$ cat config.mk
export PLATFORM = sky130hd
export DESIGN_NAME = code_lock_ctrl
export DESIGN_NICKNAME = d
export VERILOG_FILES = /design/src/rtl/code_lock_pkg.sv /design/src/rtl/lock_bit_store.sv /design/src/rtl/lock_level_decode.sv /design/src/rtl/ea_sample_latch.sv /design/src/rtl/code_lock_ctrl.sv
export SDC_FILE = /design/constraint.sdc
export NUM_CORES = 1
export LEC_CHECK = 0
export CORE_AREA = 10 10 47 49
export CTS_CLUSTER_DIAMETER = 60
export DETAILED_ROUTE_END_ITERATION = 8
export DIE_AREA = 0 0 57 59
export GPL_ROUTABILITY_DRIVEN = 0
export GPL_TIMING_DRIVEN = 1
export PLACE_DENSITY = 0.62
export RECOVER_POWER = 50
export SETUP_SLACK_MARGIN = 0.2
export SYNTH_ARGS = -nofsm -noshare
export SYNTH_HDL_FRONTEND = slang
export SYNTH_HIERARCHICAL = 1
export SYNTH_SLANG_ARGS = --single-unit
$ cat constraint.sdc
create_clock -name clk -period 1.34 [get_ports clk]
set_clock_uncertainty 0.2 [all_clocks]
set_input_delay 0.268 -clock clk [delete_from_list [all_inputs] [get_ports clk]]
set_output_delay 0.268 -clock clk [all_outputs]
set_load 0.005 [all_outputs]
$ cat src/rtl/code_lock_pkg.sv
package code_lock_pkg;
  typedef enum logic [1:0] {
    PL_OPEN  = 2'd0,
    PL_NOPGM = 2'd1,
    PL_NOVFY = 2'd2,
    PL_NOXEX = 2'd3
  } prot_lvl_e;

  function automatic int sel_width(input int n);
    return (n > 1) ? $clog2(n) : 1;
  endfunction
endpackage

$ cat src/rtl/lock_bit_store.sv
module lock_bit_store #(
  parameter int NBITS = 3,
  parameter int SEL_W = code_lock_pkg::sel_width(NBITS)
) (
  input  logic             clk,
  input  logic             rst_n,
  input  logic             set_vld,
  input  logic [SEL_W-1:0] set_sel,
  input  logic             erase,
  output logic [NBITS-1:0] lock_q
);
  // Non-volatile cells: deliberately no reset term.
  for (genvar i = 0; i < NBITS; i++) begin : g_cell
    always_ff @(posedge clk) begin
      if (erase)
        lock_q[i] <= 1'b0;
      else if (set_vld && set_sel == SEL_W'(i))
        lock_q[i] <= 1'b1;
    end
  end

  p_no_clear_r6: assert property (@(posedge clk) disable iff (!rst_n)
    !erase |=> ((lock_q & $past(lock_q)) == $past(lock_q)));

  p_erase_r7: assert property (@(posedge clk) disable iff (!rst_n)
    erase |=> (lock_q == '0));
endmodule

$ cat src/rtl/lock_level_decode.sv
module lock_level_decode #(
  parameter int NBITS = 3,
  parameter int LVL_W = $clog2(NBITS + 1)
) (
  input  logic [NBITS-1:0] lock_q,
  output logic [LVL_W-1:0] level
);
  // The highest programmed bit decides the level.
  always_comb begin
    level = '0;
    for (int i = 0; i < NBITS; i++)
      if (lock_q[i]) level = LVL_W'(i + 1);
  end
endmodule

$ cat src/rtl/ea_sample_latch.sv
module ea_sample_latch (
  input  logic clk,
  input  logic rst_n,
  input  logic ea_pin,
  output logic ea_held
);
  // Loads only while reset is held; no power-up value.
  always_ff @(posedge clk) begin
    if (!rst_n) ea_held <= ea_pin;
  end

  p_hold_r8: assert property (@(posedge clk) disable iff (!rst_n)
    rst_n |=> $stable(ea_held));
endmodule

$ cat src/rtl/code_lock_ctrl.sv
module code_lock_ctrl #(
  parameter int NUM_LOCK_BITS = 3,
  parameter int PGM_MAX_LVL   = int'(code_lock_pkg::PL_OPEN),
  parameter int VFY_MAX_LVL   = int'(code_lock_pkg::PL_NOPGM),
  parameter int XEX_MAX_LVL   = int'(code_lock_pkg::PL_NOVFY)
) (
  input  logic clk,
  input  logic rst_n,
  input  logic ea_pin,
  input  logic lock_pgm_vld,
  input  logic [code_lock_pkg::sel_width(NUM_LOCK_BITS)-1:0] lock_pgm_sel,
  input  logic chip_erase,
  input  logic tbl_rd_req,
  input  logic tbl_rd_ext,
  input  logic flash_pgm_req,
  input  logic verify_req,
  input  logic ext_exec_req,
  output logic tbl_rd_grant,
  output logic flash_pgm_grant,
  output logic verify_grant,
  output logic ext_exec_grant,
  output logic [$clog2(NUM_LOCK_BITS+1)-1:0] prot_level,
  output logic [NUM_LOCK_BITS-1:0] lock_state,
  output logic ea_effective,
  output logic ea_mismatch
);
  localparam int SEL_W = code_lock_pkg::sel_width(NUM_LOCK_BITS);
  localparam int LVL_W = $clog2(NUM_LOCK_BITS + 1);

  logic ea_held;

  lock_bit_store #(.NBITS(NUM_LOCK_BITS), .SEL_W(SEL_W)) u_store (
    .clk     (clk),
    .rst_n   (rst_n),
    .set_vld (lock_pgm_vld),
    .set_sel (lock_pgm_sel),
    .erase   (chip_erase),
    .lock_q  (lock_state)
  );

  lock_level_decode #(.NBITS(NUM_LOCK_BITS), .LVL_W(LVL_W)) u_decode (
    .lock_q (lock_state),
    .level  (prot_level)
  );

  ea_sample_latch u_ea (
    .clk     (clk),
    .rst_n   (rst_n),
    .ea_pin  (ea_pin),
    .ea_held (ea_held)
  );

  always_comb begin
    tbl_rd_grant    = tbl_rd_req && !(tbl_rd_ext && prot_level != '0);
    flash_pgm_grant = flash_pgm_req && (int'(prot_level) <= PGM_MAX_LVL);
    verify_grant    = verify_req    && (int'(prot_level) <= VFY_MAX_LVL);
    ext_exec_grant  = ext_exec_req  && (int'(prot_level) <= XEX_MAX_LVL);
    ea_effective    = lock_state[0] ? ea_held : ea_pin;
    ea_mismatch     = lock_state[0] && (ea_held != ea_pin);
  end

  p_open_r1: assert property (@(posedge clk) disable iff (!rst_n)
    (lock_state == '0) |-> (prot_level == '0));

  p_tbl_deny_r2: assert property (@(posedge clk) disable iff (!rst_n)
    (tbl_rd_ext && lock_state != '0) |-> !tbl_rd_grant);

  p_pgm_only_open_r3: assert property (@(posedge clk) disable iff (!rst_n)
    flash_pgm_grant |-> (lock_state == '0));

  p_xex_deny_r5: assert property (@(posedge clk) disable iff (!rst_n)
    lock_state[NUM_LOCK_BITS-1] |-> !ext_exec_grant);

  p_mismatch_r9: assert property (@(posedge clk) disable iff (!rst_n)
    ea_mismatch |-> (lock_state[0] && ea_effective != ea_pin));
endmodule

# Yosys cells after proc, flatten, opt, wreduce, memory -nomap -nowiden
# Cells that the tools add are included.
# classes
order_cmp,3
n_eq_ne,3
shifts,0
mux,4
n_reduce_logical,12
bitwise,0
mul,0
div_mod_pow,0
n_addsub,0
# ops
operator,n
$logic_and A1 B1 Y1,9
$le A2 B1 Y1 const B,2
$mux W2,2
$eq A2 B1 Y1 const B,1
$eq A2 B2 Y1 const B,1
$le A2 B2 Y1 const B,1
$logic_not A2 Y1,1
$mux W1,2
$reduce_bool A2 Y1,1
$logic_not A1 Y1,1
$ne A1 B1 Y1,1
# totals
in_bits,12
latch_bits,0
romBits,0
register_bits,4
n_memories,0
ram_bits,0
elab_cells,26
out_inout_bits,11

# Longest topological paths before layout
# logic_depth
ltp_word,7
mapped_depth,4

# By module
# Netlist, hierarchy kept.
# by_module_without_submodules
module,area_each_um2,seq_area_each_um2,cells_each,n_inst
lock_bit_store,110.1,60.1,12,1
code_lock_ctrl,58.8,0.0,8,1
ea_sample_latch,33.8,30.0,2,1
lock_level_decode,17.5,0.0,3,1

# Worst setup path after synthesis
# OpenSTA, ideal clock, no wires.
# synth_path
path_type,reg-to-output
from,register u_store.lock_q[1]
to,output tbl_rd_grant
stages_incl_launch_ff,5
setup_slack_ps,21
arrival_time_ps,851
required_time_ps,872
path_cell_list,dfxtp_1 > inv_1 > a21o_1 > o21ai_1 > and2_1
# synth_via
elab_chain_len,6
# synth_lines
element,line,rtl
start: declaration,lock_bit_store.sv:10,output logic [NBITS-1:0] lock_q
start signal: indexed assignment,lock_bit_store.sv:16,lock_q[i] <= 1'b0;
start signal: indexed assignment,lock_bit_store.sv:18,lock_q[i] <= 1'b1;
$mux W2 (2 in a row),lock_level_decode.sv:12,if (lock_q[i]) level = LVL_W'(i + 1);
via prot_level[0],code_lock_ctrl.sv:22,"output logic [$clog2(NUM_LOCK_BITS+1)-1:0] prot_level,"
$reduce_bool A2 Y1,code_lock_ctrl.sv:54,tbl_rd_grant = tbl_rd_req && !(tbl_rd_ext && prot_level != '0);
$logic_and A1 B1 Y1,code_lock_ctrl.sv:54,
$logic_not A1 Y1,code_lock_ctrl.sv:54,
$logic_and A1 B1 Y1,code_lock_ctrl.sv:54,
end: declaration,code_lock_ctrl.sv:18,"output logic tbl_rd_grant,"
# The timed path passes the listed nets, and every way through them passes these cells.

# Worst setup path in the final report
# layout_path
from,register u_store.lock_q[1]
to,output tbl_rd_grant
# layout_via
elab_chain_len,6
# layout_lines
element,line
$mux W2 (2 in a row),lock_level_decode.sv:12
$reduce_bool A2 Y1,code_lock_ctrl.sv:54
$logic_and A1 B1 Y1,code_lock_ctrl.sv:54
$logic_not A1 Y1,code_lock_ctrl.sv:54
$logic_and A1 B1 Y1,code_lock_ctrl.sv:54
# No other way between the ends.

==> summary.md <==
| Metric | Value |
|---|---|
| R2R depth | `5` |
| Placed wire-length estimate after detailed placement | `roughly 660 um` |
| Post-DR vias/cell | `~3.9` |
| Result of the run | `complete, but fails checks` |
| Final design area excluding fillers | `roughly 570 um^2` |
| Remaining DRCs | `0` |
| Startpoint of the lowest-slack register-to-register path | `u_store/lock_q[2]$_SDFFE_PP0P_` |
| Worst flop-to-flop path endpoint | `u_store/lock_q[2]$_SDFFE_PP0P_` |
| Worst skew pair latency | `about 0.24 ns` |
| Total chip power | `approximately 0.44 mW` |
| Classification of the worst setup path | `flip-flop to output pin` |
| Total routing usage reported by global routing | `0.04996` |
| Count of buffers inserted at the top-level ports | `22` |
| Launch point of the worst hold path | `ea_pin` |
| Number of nets produced by synthesis | `37` |
| TritonCTS sink count | `4` |
| Commonest non-fill, non-tap cells in the layout | `9 x sky130_fd_sc_hd__buf_6, 6 x sky130_fd_sc_hd__clkdlybuf4s50_1, 6 x sky130_fd_sc_hd__buf_4, 5 x sky130_fd_sc_hd__dlygate4sd2_1` |
| Router iterations before antenna repair | `2` |
| Worst max-slew margin expressed relative to the limit | `0.9016` |
| Biggest area consumer among synthesized cells | `sky130_fd_sc_hd__dfxtp_1` |
| Fmax | `between 600 and 700 MHz` |
| Nets@finish | `75` |
| DIE WIDTH | `about 57 um` |
| Setup slack after placement | `-0.6881 ns` |
| Longest Clk Path Bufs | `2` |
| R2R setup slack | `around 0.29 ns` |
| Vias in the first global route | `310` |
| GRT overflow | `0` |
| Count of endpoints failing hold in the final timing report | `0` |
| Largest net degree at the start of global routing | `6` |
| Worst hold endpoint | `u_ea/ea_held$_DFFE_PN_` |
| TritonCTS clock tree | `built` |
| Violations in the final reports | `setup timing` |
| Number of H-tree levels | `1` |
| Final Slew Violations | `0` |
| Overall die height | `59 um` |
| Max-Cap Viols | `0` |
| Count of nets left with antenna violations after detail routing | `0` |
| Number of cells produced by synthesis | `25` |
| I/O pins | `23` |
| Final min period | `~1.7 ns` |
| Number of placed cells counting well taps | `68` |
| Final routed wire length divided by cell count | `between 10 and 15 um` |
| Total Die Area | `around 0.0034 mm^2` |
| Number of unique standard cell types used by synthesis | `15` |
| Count of placed standard cells in the final layout, fillers left out | `between 70 and 80` |
| Share of the synthesized area in the top cell type | `0.2727` |
| Static Leakage | `~0.28 nW` |
| Combined area of all synthesized cells | `220.2 um^2` |
| Final hold slack | `about 0.2 ns` |
| Layout cells sized above 1 | `0.5000` |
| Crit path launch type | `flip-flop` |
| Arrival time reported for the critical path endpoint | `roughly 1.2 ns` |
| Antenna cell count | `0` |
| Placed cell areas | `between 500 and 600 um^2` |
| Initial core utilization | `0.1571` |
| Total power divided by cell area | `between 700 and 800 mW/mm^2` |
| Worst Slack Setup Final | `-0.3164 ns` |
| Initial detailed-routing violation count | `1` |
| Area of the core | `roughly 0.0014 mm^2` |
| Rows | `14` |
| Detailed-route wire length | `between 800 and 900 um` |
| Number of CTS-inserted buffers | `3` |
| Vias | `306` |
| Global-route wire length before repair | `roughly 1300 um` |
| CP endpoint kind | `output pin` |
| Clock-pin transition on the worst setup and hold timing paths | `0.04 ns` |
| Syn_area_per_cell | `8.808 um^2` |
| Setup TNS | `-1.648 ns` |
| Setup repair after global routing missed its margin | `true` |
| Max FO, Critical Path | `5` |
| YS warnings | `6` |
| Fin crit share | `1.236` |
| Most frequent standard cell in the layout excluding fill and tap cells | `sky130_fd_sc_hd__buf_6` |
| Number of antenna violations at the first check in global routing | `0` |
| Worst-case vdd ir drop | `300.3 uV` |
| Hold Crit Class | `primary input to flip-flop` |
| # setup viols final | `9` |
| Fraction of the yosys area taken by sequential cells | `0.4091` |
| Utilization after layout | `0.4080` |
| Cell at the root of the clock tree | `sky130_fd_sc_hd__clkbuf_4` |
| Worst path required time | `0.87 ns` |
| Transition time of the tightest slew-check pin | `around 0.15 ns` |
| Biggest area contributors in the synthesized netlist | `sky130_fd_sc_hd__dfxtp_1 27%, sky130_fd_sc_hd__edfxtp_1 14%, sky130_fd_sc_hd__inv_1 8.5%` |
| Hold path cells | `1` |
| Area grow syn2layout | `159.7%` |
| #FFs+latches synth | `4` |
-- critical path, cell delays in order (launching register included) --
cell                      delay (ns)
sky130_fd_sc_hd__dfxtp_2        0.32
sky130_fd_sc_hd__or2_4          0.27
sky130_fd_sc_hd__o21ai_1        0.12
sky130_fd_sc_hd__and2_1         0.14
sky130_fd_sc_hd__buf_2          0.11
-- area by class of cell --
cell class	instances	area, um^2
Multi-Input combinational cell	16	122.6
Sequential cell	4	93.84
Timing Repair Buffer	33	290.3
Fill cell	154	829.5
Inverter	5	18.77
Tap cell	16	20.02
Clock buffer	4	26.28
-- how the worst max path moves through the flow --
stage	slack [ns]	depth (start not counted)	startpoint	to
after floorplan	0.06	3	u_store/lock_q[1]$_SDFFE_PP0P_	tbl_rd_grant
after global placement	-0.67	4	ea_pin	ea_mismatch
after detailed placement	-0.69	4	ea_pin	ea_mismatch
after CTS	-0.30	4	u_store/lock_q[2]$_SDFFE_PP0P_	tbl_rd_grant
after global routing	-0.39	4	u_store/lock_q[1]$_SDFFE_PP0P_	tbl_rd_grant
final	-0.32	4	u_store/lock_q[1]$_SDFFE_PP0P_	tbl_rd_grant
-- Yosys cell counts (all sizes together) --
cell type / n
a21boi: 1
a21o: 1
a21oi: 3
and2: 2
dfxtp: 3
edfxtp: 1
inv: 5
mux2: 1
nand3b: 2
nor2b: 1
nor3b: 1
o21ai: 1
or2: 1
or3b: 1
xor2: 1
-- power breakdown --
group | switching (mW) | leakage [nW] | internal, mW | total (mW)
Clock | 0.0527 | 0.0150 | 0.112 | 0.165
Combinational | 0.0441 | 0.230 | 0.0955 | 0.140
Sequential | 0.00528 | 0.0356 | 0.133 | 0.138
-- repair_timing --
action,in CTS,in global routing
hold buffers,0,0
pin swaps,8,6
gates cloned,0,0
setup buffers,2,4
setup endpoints to repair,12,11
gates resized for setup,48,7
-- registers in the layout, summed over array words and instances, names as in the netlist --
register	cells
u_store/lock_q	3
u_ea/ea_held	1
-- logic make-up after synthesis --
kind of cell,share of synthesized area
AO/OA/AOI/OAI,0.1591
flip-flops,0.4091
XOR/XNOR,0.03978
multiplexers,0.05113
AND/OR/NAND/NOR,0.2557
buffers and inverters,0.08524
-- metal layers --
metal / routed length [um] / track usage
met3: 146 / 0.05150
met2: 323 / 0.06047
met4: 0 / 0.04027
met5: 0 / 0
met1: 337 / 0.04819
Note: power is estimated with default switching activity, not from simulation.
